`config.mk`:
```
export PLATFORM = sky130hd
export DESIGN_NAME = gpio_edge_bank
export DESIGN_NICKNAME = d
export VERILOG_FILES = /design/src/rtl/gpio_edge_pkg.sv /design/src/rtl/gpio_sync2.sv /design/src/rtl/gpio_edge_unit.sv /design/src/rtl/gpio_alt_store.sv /design/src/rtl/gpio_edge_bank.sv
export SDC_FILE = /design/constraint.sdc
export NUM_CORES = 1
export LEC_CHECK = 0
export ABC_AREA = 1
export BUFFER_PORTS_ARGS = -buffer_cell sky130_fd_sc_hd__clkbuf_2
export CORE_MARGIN = 4
export CORE_UTILIZATION = 39
export DETAILED_ROUTE_END_ITERATION = 8
export SYNTH_ARGS = -nofsm -noshare
export SYNTH_HDL_FRONTEND = slang
export SYNTH_SLANG_ARGS = --single-unit
```
`constraint.sdc`:
```
create_clock -name clk -period 3 [get_ports clk]
set_clock_uncertainty 0.15 [all_clocks]
set_input_delay 0.3 -clock clk [delete_from_list [all_inputs] [get_ports clk]]
set_output_delay 0.3 -clock clk [all_outputs]
set_load 0.02 [all_outputs]
```
`src/rtl/gpio_edge_pkg.sv`:
```
package gpio_edge_pkg;
  // Register offsets; the function-code words follow the base in pin order.
  localparam int unsigned OFS_LEVEL = 0;
  localparam int unsigned OFS_DIR   = 1;
  localparam int unsigned OFS_SET   = 2;
  localparam int unsigned OFS_CLR   = 3;
  localparam int unsigned OFS_RISE  = 4;
  localparam int unsigned OFS_FALL  = 5;
  localparam int unsigned OFS_STAT  = 6;
  localparam int unsigned OFS_ALT   = 7;
endpackage

```
`src/rtl/gpio_sync2.sv`:
```
module gpio_sync2 #(
  parameter int unsigned W = 32
) (
  input  logic         clk,
  input  logic         rst_n,
  input  logic [W-1:0] d_async,
  output logic [W-1:0] q_sync
);
  logic [W-1:0] meta_q;
  logic [W-1:0] stab_q;

  always_ff @(posedge clk or negedge rst_n) begin
    if (!rst_n) begin
      meta_q <= '0;
      stab_q <= '0;
    end else begin
      meta_q <= d_async;
      stab_q <= meta_q;
    end
  end

  assign q_sync = stab_q;
endmodule

```
`src/rtl/gpio_edge_unit.sv`:
```
module gpio_edge_unit #(
  parameter int unsigned W = 32
) (
  input  logic         clk,
  input  logic         rst_n,
  input  logic [W-1:0] lvl,
  input  logic [W-1:0] rise_en,
  input  logic [W-1:0] fall_en,
  input  logic [W-1:0] clr_mask,
  output logic [W-1:0] status
);
  logic [W-1:0] prev_q;
  logic [W-1:0] stat_q;
  logic [W-1:0] stat_d;
  logic [W-1:0] hit;
  logic         stat_we;

  // Next state: a fresh edge wins over a clear of the same bit.
  always_comb begin
    hit     = (lvl & ~prev_q & rise_en) | (~lvl & prev_q & fall_en);
    stat_d  = (stat_q & ~clr_mask) | hit;
    stat_we = (|clr_mask) | (|hit);
  end

  always_ff @(posedge clk or negedge rst_n) begin
    if (!rst_n) begin
      prev_q <= '0;
      stat_q <= '0;
    end else begin
      prev_q <= lvl;
      if (stat_we) stat_q <= stat_d;
    end
  end

  assign status = stat_q;


  sticky_chk: assert property (@(posedge clk) disable iff (!rst_n)
    1'b1 |=> ((($past(stat_q) & ~$past(clr_mask)) & ~stat_q) == '0));


  keep_on_clear_chk: assert property (@(posedge clk) disable iff (!rst_n)
    (|(hit & clr_mask)) |=> (($past(hit & clr_mask) & ~stat_q) == '0));


  set_cause_chk: assert property (@(posedge clk) disable iff (!rst_n)
    1'b1 |=> ((stat_q & ~$past(stat_q) & ~$past(hit)) == '0));
endmodule

```
`src/rtl/gpio_alt_store.sv`:
```
module gpio_alt_store #(
  parameter int unsigned NREG = 2,
  parameter int unsigned DW   = 32,
  parameter int unsigned AW   = 4,
  parameter int unsigned BASE = 7
) (
  input  logic               clk,
  input  logic               rst_n,
  input  logic               wr_en,
  input  logic [AW-1:0]      addr,
  input  logic [DW-1:0]      wdata,
  output logic [NREG*DW-1:0] alt_q
);
  for (genvar r = 0; r < NREG; r++) begin : g_word
    logic          we;
    logic [DW-1:0] word_q;

    assign we = wr_en && (addr == AW'(BASE + r));

    always_ff @(posedge clk or negedge rst_n) begin
      if (!rst_n)  word_q <= '0;
      else if (we) word_q <= wdata;
    end

    assign alt_q[r*DW +: DW] = word_q;
  end
endmodule

```
`src/rtl/gpio_edge_bank.sv`:
```
module gpio_edge_bank
  import gpio_edge_pkg::*;
#(
  parameter int unsigned NPINS  = 32,
  parameter int unsigned FSEL_W = 2,
  parameter int unsigned AW     = 4
) (
  input  logic                    clk,
  input  logic                    rst_n,
  input  logic                    wr_en,
  input  logic                    rd_en,
  input  logic [AW-1:0]           addr,
  input  logic [NPINS-1:0]        wdata,
  output logic [NPINS-1:0]        rdata,
  input  logic [NPINS-1:0]        pin_in,
  output logic [NPINS-1:0]        pin_out,
  output logic [NPINS-1:0]        pin_oe,
  output logic [NPINS*FSEL_W-1:0] alt_sel,
  output logic                    irq
);
  localparam int unsigned NALT = (NPINS * FSEL_W) / NPINS;
  localparam logic [AW-1:0] ADR_LEVEL = AW'(OFS_LEVEL);
  localparam logic [AW-1:0] ADR_DIR   = AW'(OFS_DIR);
  localparam logic [AW-1:0] ADR_SET   = AW'(OFS_SET);
  localparam logic [AW-1:0] ADR_CLR   = AW'(OFS_CLR);
  localparam logic [AW-1:0] ADR_RISE  = AW'(OFS_RISE);
  localparam logic [AW-1:0] ADR_FALL  = AW'(OFS_FALL);
  localparam logic [AW-1:0] ADR_STAT  = AW'(OFS_STAT);

  logic [NPINS-1:0] lvl_s;
  logic [NPINS-1:0] stat;
  logic [NPINS-1:0] clr_mask;
  logic [NPINS-1:0] dir_q, ren_q, fen_q, out_q, out_d, rdata_q, rd_word;
  logic             dir_we, ren_we, fen_we, out_we;
  logic [NPINS*FSEL_W-1:0] alt_q;

  gpio_sync2 #(.W(NPINS)) u_sync (
    .clk(clk), .rst_n(rst_n), .d_async(pin_in), .q_sync(lvl_s)
  );

  gpio_edge_unit #(.W(NPINS)) u_edge (
    .clk(clk), .rst_n(rst_n), .lvl(lvl_s), .rise_en(ren_q), .fall_en(fen_q),
    .clr_mask(clr_mask), .status(stat)
  );

  gpio_alt_store #(.NREG(NALT), .DW(NPINS), .AW(AW), .BASE(OFS_ALT)) u_alt (
    .clk(clk), .rst_n(rst_n), .wr_en(wr_en), .addr(addr), .wdata(wdata),
    .alt_q(alt_q)
  );

  // Write decode and next state
  always_comb begin
    dir_we   = wr_en && (addr == ADR_DIR);
    ren_we   = wr_en && (addr == ADR_RISE);
    fen_we   = wr_en && (addr == ADR_FALL);
    out_we   = wr_en && ((addr == ADR_SET) || (addr == ADR_CLR));
    clr_mask = (wr_en && (addr == ADR_STAT)) ? wdata : '0;
    out_d    = (addr == ADR_SET) ? (out_q | wdata) : (out_q & ~wdata);
  end

  // Read mux
  always_comb begin
    case (addr)
      ADR_LEVEL: rd_word = lvl_s;
      ADR_DIR:   rd_word = dir_q;
      ADR_RISE:  rd_word = ren_q;
      ADR_FALL:  rd_word = fen_q;
      ADR_STAT:  rd_word = stat;
      default:   rd_word = '0;
    endcase
    for (int r = 0; r < NALT; r++) begin
      if (addr == AW'(OFS_ALT + r)) rd_word = alt_q[r*NPINS +: NPINS];
    end
  end

  always_ff @(posedge clk or negedge rst_n) begin
    if (!rst_n) begin
      dir_q   <= '0;
      ren_q   <= '0;
      fen_q   <= '0;
      out_q   <= '0;
      rdata_q <= '0;
    end else begin
      if (dir_we) dir_q   <= wdata;
      if (ren_we) ren_q   <= wdata;
      if (fen_we) fen_q   <= wdata;
      if (out_we) out_q   <= out_d;
      if (rd_en)  rdata_q <= rd_word;
    end
  end

  assign rdata   = rdata_q;
  assign pin_out = out_q;
  assign pin_oe  = dir_q;
  assign alt_sel = alt_q;
  assign irq     = |stat;


  set_high_chk: assert property (@(posedge clk) disable iff (!rst_n)
    (wr_en && addr == ADR_SET) |=> ((~pin_out & $past(wdata)) == '0));


  clr_low_chk: assert property (@(posedge clk) disable iff (!rst_n)
    (wr_en && addr == ADR_CLR) |=> ((pin_out & $past(wdata)) == '0));


  out_hold_chk: assert property (@(posedge clk) disable iff (!rst_n)
    !(wr_en && (addr == ADR_SET || addr == ADR_CLR)) |=> $stable(pin_out));


  oe_hold_chk: assert property (@(posedge clk) disable iff (!rst_n)
    !(wr_en && addr == ADR_DIR) |=> $stable(pin_oe));


  rdata_hold_chk: assert property (@(posedge clk) disable iff (!rst_n)
    !rd_en |=> $stable(rdata));
endmodule

```
Yosys cells after proc, flatten, opt, wreduce, memory -nomap -nowiden
Cells that the tools add are included.
W data, S select, Z words.

word-level totals
  logic and storage cells = 50
  flip-flop bits (word level) = 352
  output and inout port bits = 161

operators by class
  equality and inequality tests = 8
  reductions and logical operators = 12
  mux-type cells = 5
  bitwise gates (word level) = 14

operators by type and width
  cell                  number
  $and A32 B32 Y32      6
  $pmux W32 S5          1
  $mux W32              4
  $not A32 Y32          4
  $or A32 B32 Y32       3
  $reduce_or A32 Y1     3
  $eq A4 B3 Y1 const B  4
  $eq A4 B2 Y1 const B  2
  $logic_and A1 B1 Y1   7
  $eq A4 B1 Y1 const B  1
  $eq A4 B4 Y1 const B  1
  $logic_not A4 Y1      1
  $logic_or A1 B1 Y1    1
  $or A1 B1 Y1          1

Longest topological paths before layout
  depth after elaboration = 6
  depth in mapped cells = 11

Cells and area by module
From an unflattened synthesis, not the netlist that was laid out.

second synthesis, totals
  cells, all modules = 1,869
  area, all modules = 15,324.7 µm²

modules (own cells, without submodules)
  module          instances  area an instance (µm²)  sequential area each (µm²)  cells an instance
  gpio_edge_bank  1          8,540.7                 4,003.8                     1,228
  gpio_alt_store  1          2,620.0                 1,601.5                     289
  gpio_edge_unit  1          2,562.5                 1,601.5                     288
  gpio_sync2      1          1,601.5                 1,601.5                     64

Least setup slack after synthesis
No wires, ideal clock.

  path type = input -> register
  start = input port addr[3]
  end = register u_edge.stat_q[10] (netlist: u_edge.status[10])
  required time = 2.721 ns
  path slack = 1.403 ns
  path buffers = 3
  stages on the path = 7
  arrival time = 1.318 ns
  cell sequence = clkbuf_2 > nor2_2 > buf_4 > nand3_1 > clkbuf_1 > o21ai_0 > nand3_1

between the ends
  longest elaborated chain between the ends = 6
  elaborated cells between the ends (all ways) = 8
  those cells by class = eq/ne (1); mux (1); bitwise (4); reduce/logical (2)

ends and longest elaborated chain
  item                                                       line                  RTL
  start: declaration                                         gpio_edge_bank.sv:12  input logic [AW-1:0] addr,
  $eq A4 B3 Y1 (*)                                           gpio_edge_bank.sv:57  clr_mask = (wr_en && (addr == ADR_STAT)) ? wdata : '0;
  $logic_and A1 B1 Y1 (*)                                    gpio_edge_bank.sv:57
  $mux W32 (*)                                               gpio_edge_bank.sv:57
  branches (longest 3 deep; another with $reduce_or A32 Y1)  -
  end signal: assignment                                     gpio_edge_unit.sv:31  if (stat_we) stat_q <= stat_d;
  end: declaration                                           gpio_edge_unit.sv:13  logic [W-1:0] stat_q;

Every way passes the cells marked *.
A chain may end at the register's enable or synchronous reset.

Worst setup path after layout
  start = register u_edge.stat_q[30] (netlist: u_edge.status[30])
  end = output port irq

between the ends
  longest elaborated chain between the ends = 1

ends and longest elaborated chain
  item               line                  RTL
  $reduce_or A32 Y1  gpio_edge_bank.sv:96  assign irq = |stat;
  end: declaration   gpio_edge_bank.sv:19  output logic irq

Every way passes these cells.

==> run metrics <==
status finished, final reports clean; Routed WL approximately 45 mm; CTS Buf Count 40; Worst EP required about 2600 ps; CTS H-Tree Depth 2; Die W just over 200 um; max reg flops 64; ant diodes 0; Yosys top cell by area dfrtp_1; CTS Buffer Depth 3; RSZ-0062 raised after global routing no; class of the worst hold path in -> async; most common cell after layout, fill and taps aside nand2_1; post-CTS resize count 0; slowest stage delay, CP 410 ps; clk_lat worst skew about 530 ps; Core ar. 36,700 um2; total chip power between 10 and 15 mW; crit path launch type flip-flop; ANT nets after route 0; CTS tree done; crit path max fanout 3; final HPWL from detailed placement between 20 and 30 mm; syn_area_per_cell about 9 um2; most frequent cells in the layout nand2_1, dfrtp_1, o21ai_0; worst slew pin tran roughly 830 ps; FMAX ~0.41 GHz; Final period util between 80% and 90%; Netlist cell types 19; register bit total from synthesis between 300 and 400; FP Rows 70; Peak VDD IR between 400 and 500 uV; pin count of the biggest net entering global routing 76; sequential share of the synthesized area 60.6%; asr flop ratio synth 100%; number of synthesized flops with an enable pin 0; sequential standard cell area between 8000 and 9000 um2; largest cells by area after synthesis dfrtp_1, nand2_1, o21ai_0, nand3_1, inv_1; global-route usage over all layers 22.2%; layout cells sized above 1 17.0%; # Max-Cap Violations 0; Root Driver clkbuf_16; Total Neg Setup Slack 0 ps; die height 201 um; RR Startpoint u_edge.status[8]; crit path time final about 2400 ps; Initial Util 39.6%; DR WL/cell between 15 and 20 um; Sink Count between 300 and 400; most used cell, CP nand2_1; Post-synth top flop dfrtp_1; global-route wire length before repair ~72 mm; DR pass1 iterations 6; routability congestion estimate approximately 0.84; area of the multi-input gates 4850 um2; DR vias between 10,000 and 15,000; final setup fails 0; Hold Fails Final Rpt 0; vias per cell roughly 5; Worst R2R Setup Slack 1690 ps; synth warn 0; Nets 2,022; Synth top area share around three fifths; Most flops, register u_alt.g_word.word_q; pwr/cell area roughly 690 nW/um2; post-synthesis cell area between 10,000 and 15,000 um2; CP endpoint kind output pin; FILL cells ~3,500; Critical Path AT between 1500 and 2000 ps; cell count after synthesis 1,662; die area about 40,000 um2; Reg clk slew, reported paths about 60 ps; critical path, cell by cell nor4_1, nand2_1, nor2_1, nand2_1, clkbuf_2; IO Port Bufs around 230; P_leak slightly above 9 nW; DRC errors left 0; Layout area overhead 25.7%; end of the worst register-to-register path rdata[8]; Final Max Slew Viols 0; 1st-iter DRT viols 892; vias in the first global route 12,300; num ports ~230; initial antenna violation count 1; worst reg2reg path depth 6; critical path type reg -> out; Syn Nets roughly 1,700; relative slew slack between 40% and 50%; Remaining Overflow, GRT 0; slowest cell on the critical path dfrtp_1
## where the power goes
| part | switching, mW | total (mW) | internal [mW] |
|---|---|---|---|
| Sequential | 0.537 | 5.94 | 5.40 |
| Combinational | 1.30 | 1.97 | 0.672 |
| Clock | 1.92 | 4.75 | 2.84 |
| Total | 3.76 | 12.7 | 8.91 |
## metrics by stage
step | utilization [%] | std cells | cell area, um2 | worst slack (ps) | hold WS, ps
finish | 49.8 | 2447 | 18300 | 587 | 141
global route | 49.8 | 2447 | 18300 | 490 | 177
CTS | 49.8 | 2447 | 18300 | 513 | 150
detailed placement | 44.5 | 2311 | 16300 | 773 | 110
global placement | 44.5 | 2311 | 16300 | 851 | 104
floorplan | - | 1662 | 14500 | 1400 | -146
## routing by layer
| metal | vias up | part of all wire [%] | GRT usage (%) |
|---|---|---|---|
| met5 | - | 0 | 0 |
| met4 | 0 | 2.4 | 6.32 |
| met3 | 70 | 6.0 | 3.91 |
| met2 | 384 | 45 | 34.5 |
| met1 | 5880 | 46 | 32.1 |
| li1 | 5927 | - | - |
## area by class of cell
cell class,count,share of cell area (%)
Multi-Input combinational cell,1076,26.6
Tap cell,468,3.21
Clock inverter,6,0.384
Inverter,148,3.04
Timing Repair Buffer,332,12.0
Sequential cell,352,48.2
Clock buffer,65,6.61
## Yosys cell counts (5+ instances only)
master	n
dfrtp_1	352
nor4_1	8
nor2_1	67
nor2_2	5
o21ai_1	14
clkbuf_1	60
o21ai_0	242
nand2_1	492
inv_1	148
nand3b_1	30
buf_2	21
nand3_1	213
## kinds of logic after synthesis
group	after synthesis	synth area share, %
buffers and inverters	234	6.28
AND/OR/NAND/NOR	820	24.3
AO/OA/AOI/OAI	256	8.82
flip-flops	352	60.6
## timing repair
action	CTS	global route
setup endpoints to repair	0	0
hold endpoints to repair	203	0
hold buffers	65	0
buffers inserted	0	0
## worst max-delay path, delay by kind of cell (launching register included)
kind | cells | cell delay [ps]
buffers and inverters | 1 | 170
DFF | 1 | 410
and+or+nand+nor | 4 | 840
## worst max-delay path by stage
stage                      start  slack [ps]                end
6_report       u_edge.status[30]         590                irq
2_1_floorplan            addr[3]        1400  u_edge.status[10]
3_3_place_gp             addr[0]         850          rdata[25]
5_1_grt        u_edge.status[18]         490                irq
3_5_place_dp             addr[2]         770  u_edge.status[30]
4_1_cts        u_edge.status[30]         510                irq
No activity file was read; power rests on OpenSTA's default activity.
